$ cat src/rtl/fmt601_stream.sv
module fmt601_stream #(
  parameter int DW    = 8,
  parameter int VID_N = 720,
  parameter int LEN_W = 8
) (
  input  logic             clk,
  input  logic             rst_n,
  input  logic             fid,
  input  logic [DW-1:0]    vid_data,
  output logic             vid_rd,
  input  logic [LEN_W-1:0] aud_len,
  input  logic [DW-1:0]    aud_data,
  input  logic             aud_vld,
  output logic             aud_rdy,
  output logic [DW-1:0]    o_data,
  output logic             o_vld
);
  localparam int CNT_W   = 6;
  localparam int CNT_MAX = (1 << CNT_W) - 1;
  localparam int PAD     = DW - 8;
  localparam int LO      = 1 << PAD;
  localparam int HI      = (1 << DW) - 1 - LO;
  localparam int IDX_W   = $clog2(VID_N);

  typedef enum logic [1:0] {S_SAV, S_VID, S_EAV, S_AUD} st_t;

  st_t              st;
  logic [IDX_W-1:0] idx;
  logic [CNT_W-1:0] cnt_q;
  logic             pay_q;
  logic [CNT_W-1:0] len_c;
  logic [DW-1:0]    sav4, eav4, word_c;
  logic             adv;

  function automatic logic [DW-1:0] clamp(input logic [DW-1:0] v);
    if (v < DW'(LO)) return DW'(LO);
    if (v > DW'(HI)) return DW'(HI);
    return v;
  endfunction

  function automatic logic [DW-1:0] mark(input logic [IDX_W-1:0] i, input logic [DW-1:0] flag);
    if (i == '0) return '1;
    if (i == IDX_W'(3)) return flag;
    return '0;
  endfunction

  assign len_c   = (aud_len > LEN_W'(CNT_MAX)) ? CNT_W'(CNT_MAX) : aud_len[CNT_W-1:0];
  assign sav4    = DW'({1'b1, fid, 6'b0}) << PAD;
  assign eav4    = DW'({2'b10, len_c}) << PAD;
  assign vid_rd  = (st == S_VID);
  assign aud_rdy = (st == S_AUD);
  assign adv     = (st != S_AUD) || aud_vld;

  always_comb begin
    case (st)
      S_SAV:   word_c = mark(idx, sav4);
      S_VID:   word_c = clamp(vid_data);
      S_EAV:   word_c = mark(idx, eav4);
      default: word_c = clamp(aud_data);
    endcase
  end

  always_ff @(posedge clk) begin
    if (!rst_n) begin
      st     <= S_SAV;
      idx    <= '0;
      cnt_q  <= '0;
      pay_q  <= 1'b0;
      o_vld  <= 1'b0;
      o_data <= '0;
    end else begin
      o_vld <= adv;
      if (adv) begin
        o_data <= word_c;
        pay_q  <= (st == S_VID) || (st == S_AUD);
        idx    <= idx + 1'b1;
        case (st)
          S_SAV: if (idx == IDX_W'(3)) begin
            st  <= S_VID;
            idx <= '0;
          end
          S_VID: if (idx == IDX_W'(VID_N - 1)) begin
            st  <= S_EAV;
            idx <= '0;
          end
          S_EAV: if (idx == IDX_W'(3)) begin
            cnt_q <= len_c;
            st    <= (len_c == '0) ? S_SAV : S_AUD;
            idx   <= '0;
          end
          default: if ((idx + 1'b1) == IDX_W'(cnt_q)) begin
            st  <= S_SAV;
            idx <= '0;
          end
        endcase
      end
    end
  end

  a_r7_payload_range: assert property (@(posedge clk) disable iff (!rst_n)
    (o_vld && pay_q) |-> (o_data >= DW'(LO) && o_data <= DW'(HI)));

  a_r9_stall_gap: assert property (@(posedge clk) disable iff (!rst_n)
    (aud_rdy && !aud_vld) |=> (!o_vld && $stable(o_data)));

  a_r3_video_flow: assert property (@(posedge clk) disable iff (!rst_n)
    vid_rd |=> o_vld);

  a_r10_excl: assert property (@(posedge clk) disable iff (!rst_n)
    $onehot0({vid_rd, aud_rdy}));

  a_r5_count_live: assert property (@(posedge clk) disable iff (!rst_n)
    aud_rdy |-> (cnt_q != '0));
endmodule

$ cat config.mk
export PLATFORM = sky130hd
export DESIGN_NAME = fmt601_stream
export DESIGN_NICKNAME = d
export VERILOG_FILES = /design/src/rtl/fmt601_stream.sv
export SDC_FILE = /design/constraint.sdc
export NUM_CORES = 1
export LEC_CHECK = 0
export BUFFER_PORTS_ARGS = -buffer_cell sky130_fd_sc_hd__buf_4
export CAP_MARGIN = 20
export CORE_AREA = 2 2 96 70
export CTS_CLUSTER_DIAMETER = 100
export DETAILED_ROUTE_END_ITERATION = 12
export DIE_AREA = 0 0 98 72
export PLACE_DENSITY = 0.49
export SLEW_MARGIN = 15
export SYNTH_ARGS = -nofsm -noshare
export SYNTH_HDL_FRONTEND = slang
export SYNTH_SLANG_ARGS = --single-unit
export TNS_END_PERCENT = 50
$ cat constraint.sdc
create_clock -name clk -period 2.3 [get_ports clk]
set_clock_uncertainty 0.2 [all_clocks]
set_input_delay 0.69 -clock clk [delete_from_list [all_inputs] [get_ports clk]]
set_output_delay 0.69 -clock clk [all_outputs]
set_load 0.1 [all_outputs]
# After elaboration in Yosys (flattened, before gate mapping)
# Cells that the tools add are included.
# totals
ff_bits	27
output_inout_bits	11
# op_classes
n_addsub	1
magnitude_cmp	5
eq_ne	10
n_mux	45
n_reduce_logical	9
# ops
cell	count
2-to-1 mux 8 bit	15
2-to-1 mux 10 bit	3
case mux 8 bit (3 select lines)	1
case mux 10 bit (2 select lines)	1
2-to-1 mux 1 bit	18
> comparator 8 bit, second input constant	2
< comparator 8 x 1 -> 1 bit, second input constant	2
adder 10 x 1 -> 10 bit, second input constant	1
equality test 10 bit, second input constant	1
equality test 10 x 2 -> 1 bit, second input constant	1
equality test 10 x 6 -> 1 bit	1
logical NOT 10 bit	1
2-to-1 mux 2 bit	5
> comparator 8 x 6 -> 1 bit, second input constant	1
logical NOT 6 bit	1
2-to-1 mux 6 bit	1
inequality test 2 bit, second input constant	3
case mux 2 bit (3 select lines)	1
AND reduction 5 bit	1
equality test 2 bit, second input constant	2
nonzero test 4 bit	1
AND reduction 3 bit	1
OR reduction 3 bit	1
equality test 2 x 1 -> 1 bit, second input constant	1
other kinds (4)	4

# Logic depth before layout (Yosys ltp)
# Gate-level depths: netlist of run 1.
# depth
ltp_word	8
mapped_depth	9
ltp_nobuf	7

# Worst setup path before layout of run 1
# No wires, ideal clock.
# synth_timing
kind	register to output
start	register st[0]
end	output vid_rd
arrival_ps	1901
required_ps	1410
setup_slack_ps	-491
stages_incl_launch_ff	3
path_buffers	1
path_cell_list	dfxtp_1 > clkbuf_1 > nor2b_1
# synth_via
elab_chain_cells	1
# synth_lines
item	line_no	rtl
start: declaration	27	st_t st;
start signal: assignment	88	st <= (len_c == '0) ? S_SAV : S_AUD;
equality test 2 x 1 -> 1 bit	50	assign vid_rd = (st == S_VID);
end: declaration	10	output logic vid_rd,
# Every way passes these cells.

# Worst setup path after layout of run 1
# layout_timing
start	register idx[0]
end	register idx[0]
# layout_via
elab_chain_cells	4
elab_cells_between_ends	8
classes_between	add/sub (1); eq/ne (3); mux (4)
# layout_lines
item	line_no	rtl
start: declaration	28	logic [IDX_W-1:0] idx;
start signal: assignment	76	idx <= idx + 1'b1;
adder 10 x 1 -> 10 bit	76, 91	
equality test 10 x 6 -> 1 bit	91	default: if ((idx + 1'b1) == IDX_W'(cnt_q)) begin
2-to-1 mux 10 bit	91	
case mux 10 bit (2 select lines) *	77	case (st)
# Every way passes the cells marked *; elsewhere a longest branch is shown, timed or not.
# A chain may end at the register's enable or synchronous reset.

==> results of run 1 <==
-- sequential cells by signal, summed over array words and instances (netlist names) --
name	count
idx	10
o_data	8
o_vld	1
cnt_q	6
st	2
-- worst min-delay path by stage --
stage                     cells after the start  slack, ns                     end
final                                         2       0.27  o_data[5]$_SDFFE_PN0P_
after floorplan                               2       0.25   cnt_q[4]$_SDFFE_PN0P_
after CTS                                     2       0.28  o_data[5]$_SDFFE_PN0P_
after global placement                        2       0.25  o_data[5]$_SDFFE_PN0P_
after detailed placement                      2       0.26  o_data[5]$_SDFFE_PN0P_
after global routing                          2       0.31  o_data[5]$_SDFFE_PN0P_
-- Yosys cell counts, types with 2 or more instances --
master,n,area [um^2]
nand2_1,32,120
dfxtp_1,27,541
nor2_1,25,93.8
a21oi_1,19,95.1
o21ai_0,14,70.1
nand3_1,10,50.1
clkbuf_1,8,30.0
nor3_1,8,40.0
a31oi_1,7,43.8
and2_1,6,37.5
inv_1,6,22.5
or3_1,5,31.3
xnor2_1,5,43.8
nand4_1,4,25.0
o221ai_1,4,35.0
xor2_1,4,35.0
a32o_1,3,30.0
buf_2,3,15.0
buf_4,3,22.5
nand3b_1,3,22.5
nor4_1,3,18.8
o211ai_1,3,22.5
a211oi_1,2,15.0
a21oi_2,2,17.5
a311oi_1,2,17.5
a41oi_1,2,17.5
ha_1,2,25.0
nand2b_1,2,12.5
or3_4,2,22.5
-- worst max-delay path, stage by stage (launching register included) --
cell and delay [ns]:
dfxtp_4 0.38, ha_4 0.15, nand2_1 0.07, or3_4 0.41
mux2_4 0.32, o2111ai_4 0.29, a311oi_1 0.14, a211oi_1 0.19
-- metal layers --
layer	vias to the layer above	part of all wire, %	wire length (um)
met4	0	0.82	47
met2	44	41	2370
met1	919	53	3040
li1	1011	-	-
met3	5	5.0	290
met5	-	0	0
-- cell type report --
class / instances / area, um^2 / area share (%)
Timing Repair Buffer: 78 / 593 / 23.1
Clock inverter: 1 / 5.00 / 0.195
Multi-Input combinational cell: 190 / 1260 / 48.9
Tap cell: 78 / 97.6 / 3.80
Inverter: 7 / 26.3 / 1.02
Sequential cell: 27 / 548 / 21.3
Clock buffer: 3 / 41.3 / 1.61
-- through the flow --
step / setup TNS [ns] / setup WS (ns) / std cells
after global placement: -0.00333 / -0.00333 / 378
after floorplan: 0 / 0.00309 / 239
after global routing: -0.275 / -0.0617 / 384
after detailed placement: -0.0451 / -0.0283 / 378
after CTS: 0 / 0.0136 / 383
final: 0 / 0.0545 / 384
-- timing repair --
action                     CTS  global route
pin swaps                    2            12
gates resized for setup      4            18
buffers inserted             1             1
setup endpoints to repair    4            11
gates cloned                 0             0
-- power by group --
part           switching, mW  leakage, nW  internal (mW)  total (mW)
clock                  0.161       0.0255          0.122       0.283
combinational          0.370        0.784          0.208       0.578
sequential            0.0281        0.223          0.505       0.533
-- cells by family after synthesis --
logic type | count (synthesis)
buffers and inverters | 22
xor gates and xnor gates | 9
adders and majority gates | 2
and+or+nand+nor | 109
DFF | 27
muxes | 2
AOI/OAI and AO/OA | 68
==> impl_metrics.xml, run 1 <==
<?xml version="1.0" encoding="UTF-8"?>
<metrics>
  <group name="outcome">
    <metric name="run_status" unit="">completed</metric>
  </group>
  <group name="logic_synthesis">
    <metric name="synth-seq-area-share" unit="%">30.0</metric>
    <metric name="synth-compound-area-share" unit="%">25.8</metric>
    <metric name="postSynthCellCount" unit="">239</metric>
    <metric name="combinational_family_with_the_most_area_after_synthesis" unit="">simple AND/OR/NAND/NOR gates</metric>
    <metric name="synth.ff_latch_count" unit="">27</metric>
    <metric name="post_synth_fa_ha_maj_area_fraction" unit="%">1.39</metric>
    <metric name="synthXorXnorAreaFrac" unit="%">4.37</metric>
    <metric name="synth.lib_cells_used.distinct" unit="">52</metric>
    <metric name="avgSynthCellArea" unit="um^2">7.54</metric>
    <metric name="synth_enable_flop_cells" unit="">0</metric>
    <metric name="synth-simple-area-share" unit="%">31.2</metric>
    <metric name="yosys_warnings" unit="">0</metric>
    <metric name="synthesis.nets" unit="">269</metric>
    <metric name="yosys_most_used_dff" unit="">dfxtp_1</metric>
    <metric name="postSynth.asyncResetShare" unit="%">0</metric>
    <metric name="syn_area" unit="um^2">1800</metric>
    <metric name="synth.area.mux_share" unit="%">1.39</metric>
  </group>
  <group name="worst_setup_path">
    <metric name="crit_path_max_fanout" unit="">6</metric>
    <metric name="critPathCapture" unit="">idx[0]$_SDFFE_PN0P_</metric>
    <metric name="worstSetupStartpointType" unit="">flop</metric>
    <metric name="worstSetupPathType" unit="">reg2reg</metric>
    <metric name="critPathRequiredTime" unit="ns">2.29</metric>
    <metric name="rr_startpoint" unit="">idx[0]$_SDFFE_PN0P_</metric>
    <metric name="setup.worst_path.end_class" unit="">flop</metric>
    <metric name="reg2reg_setup_slack" unit="ns">0.05</metric>
    <metric name="arrival" unit="ns">2.23</metric>
    <metric name="r2r-end" unit="">idx[0]$_SDFFE_PN0P_</metric>
    <metric name="r2r_cells" unit="">7</metric>
    <metric name="setup.worst_path.start" unit="">idx[0]$_SDFFE_PN0P_</metric>
  </group>
  <group name="power_and_ir_drop">
    <metric name="power.leakage" unit="nW">1.03</metric>
    <metric name="vdd_drop_max" unit="uV">252</metric>
    <metric name="powerDensity" unit="nW/um^2">543</metric>
    <metric name="power" unit="mW">1.39</metric>
  </group>
  <group name="floorplanning">
    <metric name="initial_core_util" unit="%">29.6</metric>
    <metric name="floorplan.die.width" unit="um">98</metric>
    <metric name="die_h" unit="um">72</metric>
    <metric name="die_area" unit="um^2">7060</metric>
    <metric name="core_area" unit="um^2">6100</metric>
    <metric name="ioPinCount" unit="">39</metric>
    <metric name="placement_rows" unit="">24</metric>
  </group>
  <group name="sta">
    <metric name="period_minus_slack" unit="ns">2.25</metric>
    <metric name="fin_worst_hold_slack" unit="ns">0.271</metric>
    <metric name="maxSlewViolCount" unit="">0</metric>
    <metric name="report.final.setup_viol" unit="">0</metric>
    <metric name="grt_setup_unrepaired" unit="">yes</metric>
    <metric name="worstMarginPinSlew" unit="ns">0.537</metric>
    <metric name="finalHoldViolations" unit="">0</metric>
    <metric name="final.period_utilization" unit="%">97.6</metric>
    <metric name="fmax" unit="MHz">445</metric>
    <metric name="timing.slew.headroom" unit="%">63.9</metric>
  </group>
  <group name="placed_design">
    <metric name="place.gp.congestion" unit="">0.863</metric>
    <metric name="place.detailed.hpwl" unit="mm">4.53</metric>
    <metric name="port-buffer-count" unit="">38</metric>
    <metric name="area_after_detailed_placement" unit="um^2">2400</metric>
  </group>
  <group name="worst_hold_path">
    <metric name="hold_path_class" unit="">reg2reg</metric>
    <metric name="hp-start" unit="">o_data[5]$_SDFFE_PN0P_</metric>
  </group>
  <group name="finish">
    <metric name="layout_commonest_cell" unit="">buf_4</metric>
    <metric name="post-route-util" unit="%">42.1</metric>
    <metric name="syn2layout_area_growth" unit="%">42.4</metric>
    <metric name="antenna_cells" unit="">0</metric>
    <metric name="finalNetCount" unit="">337</metric>
    <metric name="fillCellCount" unit="">637</metric>
    <metric name="mostFrequentLayoutCells" unit="">buf_4 (76), nand2_1 (31), nor2_1 (25), dfxtp_1 (23), a21oi_1 (19)</metric>
    <metric name="post_route_cells_drive_above_1_share" unit="%">36.3</metric>
    <metric name="final_design_area_no_fill" unit="um^2">2570</metric>
  </group>
  <group name="cts">
    <metric name="cts_tree" unit="">done</metric>
    <metric name="cts-hold-fix-buffers" unit="">0</metric>
    <metric name="ctsHtreeMaxLevel" unit="">1</metric>
    <metric name="cts_root_buffer" unit="">clkbuf_8</metric>
    <metric name="clock_sinks" unit="">27</metric>
    <metric name="cts_made_buffers" unit="">3</metric>
    <metric name="cts_clock_pin_slew_for_the_worst_setup_and_hold_paths" unit="ns">0.10</metric>
    <metric name="clockBufferDepth" unit="">2</metric>
    <metric name="later_pin_clock_latency_in_the_skew_report" unit="ns">0.28</metric>
  </group>
  <group name="grt">
    <metric name="fraction_of_met1_tracks_used_by_global_routing" unit="%">25.7</metric>
    <metric name="global_route_total_usage_across_every_layer" unit="%">16.9</metric>
    <metric name="grt_max_degree" unit="">18</metric>
    <metric name="grt_pass1_wl" unit="mm">9.69</metric>
    <metric name="gr-max-usage-layer" unit="">met1</metric>
    <metric name="antenna_violations_before_repair" unit="">0</metric>
    <metric name="grtUsageMet3" unit="%">3.37</metric>
    <metric name="gr-total-overflow" unit="">0</metric>
    <metric name="groute.layer.met2.usage" unit="%">24.8</metric>
    <metric name="via_count_of_the_first_global_routing_pass" unit="">1876</metric>
  </group>
  <group name="drt">
    <metric name="detailedRoute.firstIterationViolations" unit="">82</metric>
    <metric name="drtPass1Iterations" unit="">4</metric>
    <metric name="post_route_wl" unit="mm">5.75</metric>
    <metric name="drc" unit="">0</metric>
    <metric name="routedWlPerCell" unit="um">15.0</metric>
    <metric name="avgViaCountPerCell" unit="">5.15</metric>
    <metric name="detailroute.via_count" unit="">1979</metric>
    <metric name="ant_nets" unit="">0</metric>
  </group>
  <group name="job">
    <metric name="cap_violations" unit="">0</metric>
  </group>
</metrics>
No activity file was read; power rests on OpenSTA's default activity.
==> inputs of run 2 (changes only) <==
CELL_PAD_IN_SITES_DETAIL_PLACEMENT = 1   (was default)
CELL_PAD_IN_SITES_GLOBAL_PLACEMENT = 2   (was default)
CORE_AREA = 2 2 101 74   (was 2 2 96 70)
DIE_AREA = 0 0 103 76   (was 0 0 98 72)
PLACE_DENSITY = 0.72   (was 0.49)
==> run 2 against run 1 <==
  * Design area is 0.34% lower
  * First-iteration DRC count shrank 13%
  * Global-route usage shrank 0.46 points
  * Register-to-register slack lost 0.02 ns
  * Flip-flop and latch count did not move
  * Count of clock-buffer cells in the layout grew 1
  * Largest power group unchanged
==> impl_metrics.xml, run 2 (synthesis results as in run 1) <==
<?xml version="1.0" encoding="UTF-8"?>
<metrics>
  <group name="floorplanning">
    <metric name="initial_core_util" unit="%">25.9</metric>
    <metric name="placement_rows" unit="">26</metric>
    <metric name="floorplan.die.width" unit="um">103</metric>
    <metric name="die_area" unit="um^2">7830</metric>
    <metric name="ioPinCount" unit="">39</metric>
    <metric name="die_h" unit="um">76</metric>
    <metric name="core_area" unit="um^2">6960</metric>
  </group>
  <group name="drt">
    <metric name="drc" unit="">0</metric>
    <metric name="detailroute.via_count" unit="">2002</metric>
    <metric name="drtPass1Iterations" unit="">4</metric>
    <metric name="avgViaCountPerCell" unit="">5.07</metric>
    <metric name="ant_nets" unit="">0</metric>
    <metric name="post_route_wl" unit="mm">6.36</metric>
    <metric name="routedWlPerCell" unit="um">16.1</metric>
    <metric name="detailedRoute.firstIterationViolations" unit="">71</metric>
  </group>
  <group name="sta">
    <metric name="report.final.setup_viol" unit="">0</metric>
    <metric name="maxSlewViolCount" unit="">0</metric>
    <metric name="period_minus_slack" unit="ns">2.27</metric>
    <metric name="final.period_utilization" unit="%">98.5</metric>
    <metric name="final.setup.worst_slack" unit="ns">0.0341</metric>
    <metric name="timing.slew.headroom" unit="%">62.8</metric>
    <metric name="grt_setup_unrepaired" unit="">yes</metric>
    <metric name="finalHoldViolations" unit="">0</metric>
    <metric name="setup-tns-final" unit="ns">0</metric>
    <metric name="worstMarginPinSlew" unit="ns">0.556</metric>
    <metric name="fmax" unit="MHz">441</metric>
  </group>
  <group name="placed_design">
    <metric name="port-buffer-count" unit="">38</metric>
    <metric name="place.detailed.hpwl" unit="mm">5.03</metric>
    <metric name="placement.setup.worst_slack" unit="ns">-0.0530</metric>
    <metric name="place.gp.congestion" unit="">0.876</metric>
  </group>
  <group name="finish">
    <metric name="largest_registers" unit="">idx: 10 flops, o_data: 8 flops, cnt_q: 6 flops</metric>
    <metric name="antenna_cells" unit="">0</metric>
    <metric name="fillCellCount" unit="">868</metric>
    <metric name="register_area" unit="um^2">549</metric>
    <metric name="layout_commonest_cell" unit="">buf_4</metric>
    <metric name="top_register" unit="">idx</metric>
    <metric name="finalNetCount" unit="">328</metric>
    <metric name="area_occupied_by_multi_input_gates" unit="um^2">1290</metric>
    <metric name="mostFrequentLayoutCells" unit="">buf_4 (67), nand2_1 (31), nor2_1 (25), dfxtp_1 (22), a21oi_1 (19)</metric>
    <metric name="post_route_cells_drive_above_1_share" unit="%">36.7</metric>
    <metric name="syn2layout_area_growth" unit="%">41.9</metric>
    <metric name="largest_reg_flops" unit="">10</metric>
  </group>
  <group name="worst_setup_path">
    <metric name="rr_startpoint" unit="">idx[0]$_SDFFE_PN0P_</metric>
    <metric name="worstSetupStartpointType" unit="">flop</metric>
    <metric name="arrival" unit="ns">2.30</metric>
    <metric name="r2r_cells" unit="">8</metric>
    <metric name="critPathRequiredTime" unit="ns">2.33</metric>
    <metric name="worstSetupPathType" unit="">reg2reg</metric>
    <metric name="crit_path_max_fanout" unit="">5</metric>
    <metric name="setup.worst_path.end_class" unit="">flop</metric>
    <metric name="r2r-end" unit="">idx[6]$_SDFFE_PN0P_</metric>
    <metric name="reg2reg_setup_slack" unit="ns">0.03</metric>
  </group>
  <group name="power_and_ir_drop">
    <metric name="power.leakage" unit="nW">0.997</metric>
    <metric name="vdd_drop_max" unit="uV">284</metric>
    <metric name="powerDensity" unit="nW/um^2">551</metric>
    <metric name="power" unit="mW">1.41</metric>
  </group>
  <group name="cts">
    <metric name="clock_sinks" unit="">27</metric>
    <metric name="cts_root_buffer" unit="">clkbuf_8</metric>
    <metric name="cts_clock_pin_slew_for_the_worst_setup_and_hold_paths" unit="ns">0.11</metric>
    <metric name="postCtsSetupRepairBufs" unit="">0</metric>
    <metric name="clockBufferDepth" unit="">2</metric>
    <metric name="later_pin_clock_latency_in_the_skew_report" unit="ns">0.28</metric>
    <metric name="cts-hold-fix-buffers" unit="">0</metric>
    <metric name="cts_made_buffers" unit="">3</metric>
    <metric name="ctsHtreeMaxLevel" unit="">1</metric>
    <metric name="cts_tree" unit="">done</metric>
  </group>
  <group name="worst_hold_path">
    <metric name="hold_path_class" unit="">reg2reg</metric>
    <metric name="timing.hold.worst_endpoint" unit="">cnt_q[4]$_SDFFE_PN0P_</metric>
    <metric name="min_delay_path_depth" unit="">2</metric>
    <metric name="hp-start" unit="">cnt_q[4]$_SDFFE_PN0P_</metric>
  </group>
  <group name="job">
    <metric name="cap_violations" unit="">0</metric>
  </group>
  <group name="grt">
    <metric name="global_route_total_usage_across_every_layer" unit="%">16.5</metric>
    <metric name="grt_pass1_wl" unit="mm">10.1</metric>
    <metric name="gr-total-overflow" unit="">0</metric>
    <metric name="antenna_violations_before_repair" unit="">0</metric>
    <metric name="grt_max_degree" unit="">18</metric>
    <metric name="via_count_of_the_first_global_routing_pass" unit="">1940</metric>
  </group>
  <group name="outcome">
    <metric name="run_status" unit="">completed</metric>
  </group>
</metrics>
[run 2: changes by cell type in the layout (fill, tap and decap cells not counted), sizes merged]
cell / previous run / this run
buf: 78 / 69
clkbuf: 3 / 4
clkinv: 2 / 1
[run 2: worst max path at each step]
| stage | start | endpoint | slack, ns |
|---|---|---|---|
| 3_3_place_gp | idx[1]$_SDFFE_PN0P_ | idx[6]$_SDFFE_PN0P_ | -0.03 |
| 5_1_grt | idx[0]$_SDFFE_PN0P_ | st[1]$_SDFFE_PN0P_ | -0.06 |
| 2_1_floorplan | idx[0]$_SDFFE_PN0P_ | idx[0]$_SDFFE_PN0P_ | 0.003 |
| 6_report | idx[0]$_SDFFE_PN0P_ | idx[6]$_SDFFE_PN0P_ | 0.03 |
| 3_5_place_dp | idx[0]$_SDFFE_PN0P_ | idx[4]$_SDFFE_PN0P_ | -0.05 |
| 4_1_cts | idx[0]$_SDFFE_PN0P_ | st[1]$_SDFFE_PN0P_ | -0.01 |
[run 2: critical path, cell delays in order (launching register included)]
cell       delay, ns
dfxtp_4         0.41
ha_4            0.18
nand2_4         0.06
or3_4           0.42
mux2_4          0.32
o2111ai_4       0.27
buf_6           0.17
o221ai_2        0.09
nand2_1         0.09
[run 2: cell type report]
type | count | area share [%]
Sequential cell | 27 | 21.5
Timing Repair Buffer | 69 | 20.5
Tap cell | 98 | 4.79
Inverter | 7 | 1.03
Clock buffer | 4 | 1.76
Multi-Input combinational cell | 190 | 50.4
[run 2: power by group]
group          switching, mW  internal (mW)
clock                  0.166          0.125
combinational          0.378          0.199
sequential            0.0369          0.506
[run 2: per-stage QoR]
stage                     cells  utilization [%]  instance area, um^2  hold slack (ns)
after floorplan             239                -                 1810            0.248
after detailed placement    391             34.0                 2370            0.263
final                       395             36.8                 2560            0.282
after CTS                   395             35.6                 2480            0.284
after global placement      391             34.0                 2370            0.251
after global routing        395             36.8                 2560            0.308
[run 2: routing by layer]
layer	global-route usage [%]	up-vias	share of wire (%)
li1	-	991	-
met1	27.0	962	51
met2	23.1	47	43
met3	2.29	2	5.5
met4	1.97	0	0.55
met5	0	-	0
[run 2: timing repair]
action,CTS,global route
pin swaps,6,13
setup endpoints to repair,8,13
gates resized for setup,13,19
==> inputs of run 3 (changes only) <==
clock period = 1.8 ns   (was 2.3 ns; I/O delays follow)
==> run 3 against run 2 <==
  * The run now ends with setup timing left
  * Worst setup slack got worse by 0.52 ns
  * Sequential share of layout area fell by 2.6 points
  * Non-clock buffer count rose by 38
  * Power rose by 35%
  * Core utilization rose by 5.9 points
  * Design area rose by 16%
  * Largest power group unchanged
  * Count of clock-buffer cells in the layout fell by 1
  * Via count rose by 7.1%
  * Die area did not move
  * Final cell count rose by 9.9%
==> impl_metrics.xml, run 3 (synthesis results as in run 1) <==
<?xml version="1.0" encoding="UTF-8"?>
<metrics>
  <group name="outcome">
    <metric name="run_status" unit="">complete, but fails checks</metric>
    <metric name="failed_checks" unit="">setup timing</metric>
  </group>
  <group name="finish">
    <metric name="mostFrequentLayoutCells" unit="">buf_4 (101), nand2_1 (28), nor2_1 (25), dfxtp_1 (19), a21oi_1 (17)</metric>
    <metric name="top_register" unit="">idx</metric>
    <metric name="layout_commonest_cell" unit="">buf_4</metric>
    <metric name="largest_registers" unit="">idx: 10 flops, o_data: 8 flops, cnt_q: 6 flops</metric>
    <metric name="final_design_area_no_fill" unit="um^2">2970</metric>
    <metric name="fillCellCount" unit="">881</metric>
    <metric name="post_route_cells_drive_above_1_share" unit="%">47.0</metric>
    <metric name="antenna_cells" unit="">0</metric>
    <metric name="syn2layout_area_growth" unit="%">64.8</metric>
    <metric name="post-route-util" unit="%">42.7</metric>
    <metric name="largest_reg_flops" unit="">10</metric>
    <metric name="finalNetCount" unit="">367</metric>
  </group>
  <group name="sta">
    <metric name="grt_setup_unrepaired" unit="">yes</metric>
    <metric name="final.setup.worst_slack" unit="ns">-0.489</metric>
    <metric name="period_minus_slack" unit="ns">2.29</metric>
    <metric name="worstMarginPinSlew" unit="ns">0.575</metric>
    <metric name="report.final.setup_viol" unit="">27</metric>
    <metric name="fmax" unit="MHz">437</metric>
    <metric name="fin_worst_hold_slack" unit="ns">0.276</metric>
    <metric name="final.period_utilization" unit="%">127</metric>
    <metric name="finalHoldViolations" unit="">0</metric>
    <metric name="timing.slew.headroom" unit="%">61.4</metric>
    <metric name="maxSlewViolCount" unit="">0</metric>
  </group>
  <group name="worst_setup_path">
    <metric name="reg2reg_setup_slack" unit="ns">-0.49</metric>
    <metric name="arrival" unit="ns">2.27</metric>
    <metric name="crit_path_max_fanout" unit="">4</metric>
    <metric name="path_delay_family" unit="">simple AND/OR/NAND/NOR gates</metric>
    <metric name="path_buf_inv" unit="">0</metric>
    <metric name="critical_path_cell_count" unit="">6</metric>
    <metric name="worst_path_max_delay_cell" unit="">or4_4</metric>
    <metric name="rr_startpoint" unit="">idx[9]$_SDFFE_PN0P_</metric>
    <metric name="critPathRequiredTime" unit="ns">1.78</metric>
    <metric name="r2r-end" unit="">idx[0]$_SDFFE_PN0P_</metric>
    <metric name="setup.worst_path.end_class" unit="">flop</metric>
    <metric name="worstSetupPathType" unit="">reg2reg</metric>
    <metric name="setup.worst_path.start" unit="">idx[9]$_SDFFE_PN0P_</metric>
    <metric name="ordered_cell_list_for_the_critical_path" unit="">or4_4 &gt; or3_4 &gt; a21oi_4 &gt; nor2_1 &gt; a311oi_1 &gt; a211oi_1</metric>
    <metric name="r2r_cells" unit="">6</metric>
    <metric name="worstSetupStartpointType" unit="">flop</metric>
    <metric name="timing.critical_path.slowest_cell_delay" unit="ns">0.57</metric>
    <metric name="critPathCapture" unit="">idx[0]$_SDFFE_PN0P_</metric>
  </group>
  <group name="placed_design">
    <metric name="area_after_detailed_placement" unit="um^2">2630</metric>
    <metric name="place.detailed.hpwl" unit="mm">5.53</metric>
    <metric name="place.gp.congestion" unit="">0.869</metric>
    <metric name="placement.setup.worst_slack" unit="ns">-0.511</metric>
    <metric name="port-buffer-count" unit="">38</metric>
  </group>
  <group name="power_and_ir_drop">
    <metric name="register_share_of_total_power" unit="%">35.7</metric>
    <metric name="power.leakage" unit="nW">1.23</metric>
    <metric name="power_frac_comb" unit="%">45.0</metric>
    <metric name="internal-power" unit="mW">1.13</metric>
    <metric name="swShare" unit="%">40.6</metric>
    <metric name="clock_power_share" unit="%">19.3</metric>
    <metric name="powerDensity" unit="nW/um^2">642</metric>
    <metric name="switchingPower" unit="mW">0.774</metric>
    <metric name="vdd_drop_max" unit="uV">324</metric>
  </group>
  <group name="cts">
    <metric name="clockBufferDepth" unit="">2</metric>
    <metric name="cts_made_buffers" unit="">3</metric>
    <metric name="cts_tree" unit="">done</metric>
    <metric name="later_pin_clock_latency_in_the_skew_report" unit="ns">0.28</metric>
    <metric name="cts_root_buffer" unit="">clkbuf_8</metric>
    <metric name="cts-hold-fix-buffers" unit="">0</metric>
    <metric name="cts_clock_pin_slew_for_the_worst_setup_and_hold_paths" unit="ns">0.10</metric>
    <metric name="ctsHtreeMaxLevel" unit="">1</metric>
    <metric name="clock_sinks" unit="">27</metric>
  </group>
  <group name="drt">
    <metric name="post_route_wl" unit="mm">7.20</metric>
    <metric name="detailedRoute.firstIterationViolations" unit="">57</metric>
    <metric name="ant_nets" unit="">0</metric>
    <metric name="avgViaCountPerCell" unit="">4.94</metric>
    <metric name="detailroute.via_count" unit="">2145</metric>
    <metric name="routedWlPerCell" unit="um">16.6</metric>
    <metric name="drtPass1Iterations" unit="">4</metric>
    <metric name="drc" unit="">0</metric>
  </group>
  <group name="worst_hold_path">
    <metric name="min_delay_path_depth" unit="">2</metric>
    <metric name="hold_path_class" unit="">reg2reg</metric>
  </group>
  <group name="floorplanning">
    <metric name="core_area" unit="um^2">6960</metric>
    <metric name="placement_rows" unit="">26</metric>
    <metric name="die_area" unit="um^2">7830</metric>
    <metric name="die_h" unit="um">76</metric>
    <metric name="floorplan.die.width" unit="um">103</metric>
    <metric name="initial_core_util" unit="%">25.9</metric>
    <metric name="ioPinCount" unit="">39</metric>
  </group>
  <group name="grt">
    <metric name="grt_max_degree" unit="">18</metric>
    <metric name="via_count_of_the_first_global_routing_pass" unit="">2259</metric>
    <metric name="antenna_violations_before_repair" unit="">0</metric>
    <metric name="global_route_total_usage_across_every_layer" unit="%">19.6</metric>
    <metric name="gr-total-overflow" unit="">0</metric>
    <metric name="grt_pass1_wl" unit="mm">12.1</metric>
  </group>
  <group name="job">
    <metric name="cap_violations" unit="">0</metric>
  </group>
</metrics>
## run 3: changes by cell type in the layout (fill, tap and decap cells not counted), moves of 3 or more
cell,change
buf_4,+34
o21ai_0,-4
dfxtp_1,-3
dfxtp_4,+3
nand2_1,-3
## run 3: cell type report
cell class,instances,area (um^2),share of cell area (%)
clock buffers,3,41.3,1.39
clock inverters,1,5.00,0.168
inverters,7,28.8,0.968
multi-input cells,191,1360,45.9
flip-flops and latches,27,561,18.9
well taps,98,123,4.13
repair buffers,107,851,28.6
## run 3: per-layer routing
| layer | share of wire [%] | track usage (%) |
|---|---|---|
| met5 | 0 | 0 |
| met4 | 1.3 | 3.68 |
| met3 | 4.3 | 2.66 |
| met2 | 43 | 28.1 |
| met1 | 51 | 31.0 |
## run 3: worst reg2reg max path, delay by kind of cell, from the launching register on
kind	cells	cell delay, ns
AOI/OAI and AO/OA	3	0.57
DFF	1	0.34
and+or+nand+nor	3	1.08
## run 3: stage by stage
stage          TNS [ns]  power [mW]  cells
2_1_floorplan     -5.23        1.18    239
3_5_place_dp      -8.57        1.43    416
5_1_grt          -11.09        2.01    434
3_3_place_gp      -8.03        1.42    416
4_1_cts           -8.00        1.90    432
6_report          -8.49        1.91    434
## run 3: power groups by stage
| stage | Combinational, mW | Sequential, mW | Clock (mW) |
|---|---|---|---|
| 3_5_place_dp | 0.729 | 0.699 | 0 |
| 6_report | 0.857 | 0.681 | 0.369 |
| 5_1_grt | 0.910 | 0.688 | 0.410 |
| 3_3_place_gp | 0.722 | 0.697 | 0 |
| 4_1_cts | 0.835 | 0.682 | 0.380 |
| 2_1_floorplan | 0.249 | 0.929 | 0 |
## run 3: repair_timing
item / in CTS / in global routing
resized for setup: 40 / 7
gates cloned: 1 / 0
endpoints found under the hold margin: 0 / 0
endpoints found under the setup margin: 28 / 28
setup buffers: 11 / 2
pin swaps: 7 / 5
## run 3: worst min-delay path by stage
stage / from / end / slack, ns
after global placement: o_data[5]$_SDFFE_PN0P_ / o_data[5]$_SDFFE_PN0P_ / 0.25
after CTS: o_data[5]$_SDFFE_PN0P_ / o_data[5]$_SDFFE_PN0P_ / 0.28
after detailed placement: o_data[5]$_SDFFE_PN0P_ / o_data[5]$_SDFFE_PN0P_ / 0.26
final: cnt_q[4]$_SDFFE_PN0P_ / cnt_q[4]$_SDFFE_PN0P_ / 0.28
after global routing: cnt_q[4]$_SDFFE_PN0P_ / cnt_q[4]$_SDFFE_PN0P_ / 0.31
after floorplan: cnt_q[4]$_SDFFE_PN0P_ / cnt_q[4]$_SDFFE_PN0P_ / 0.25
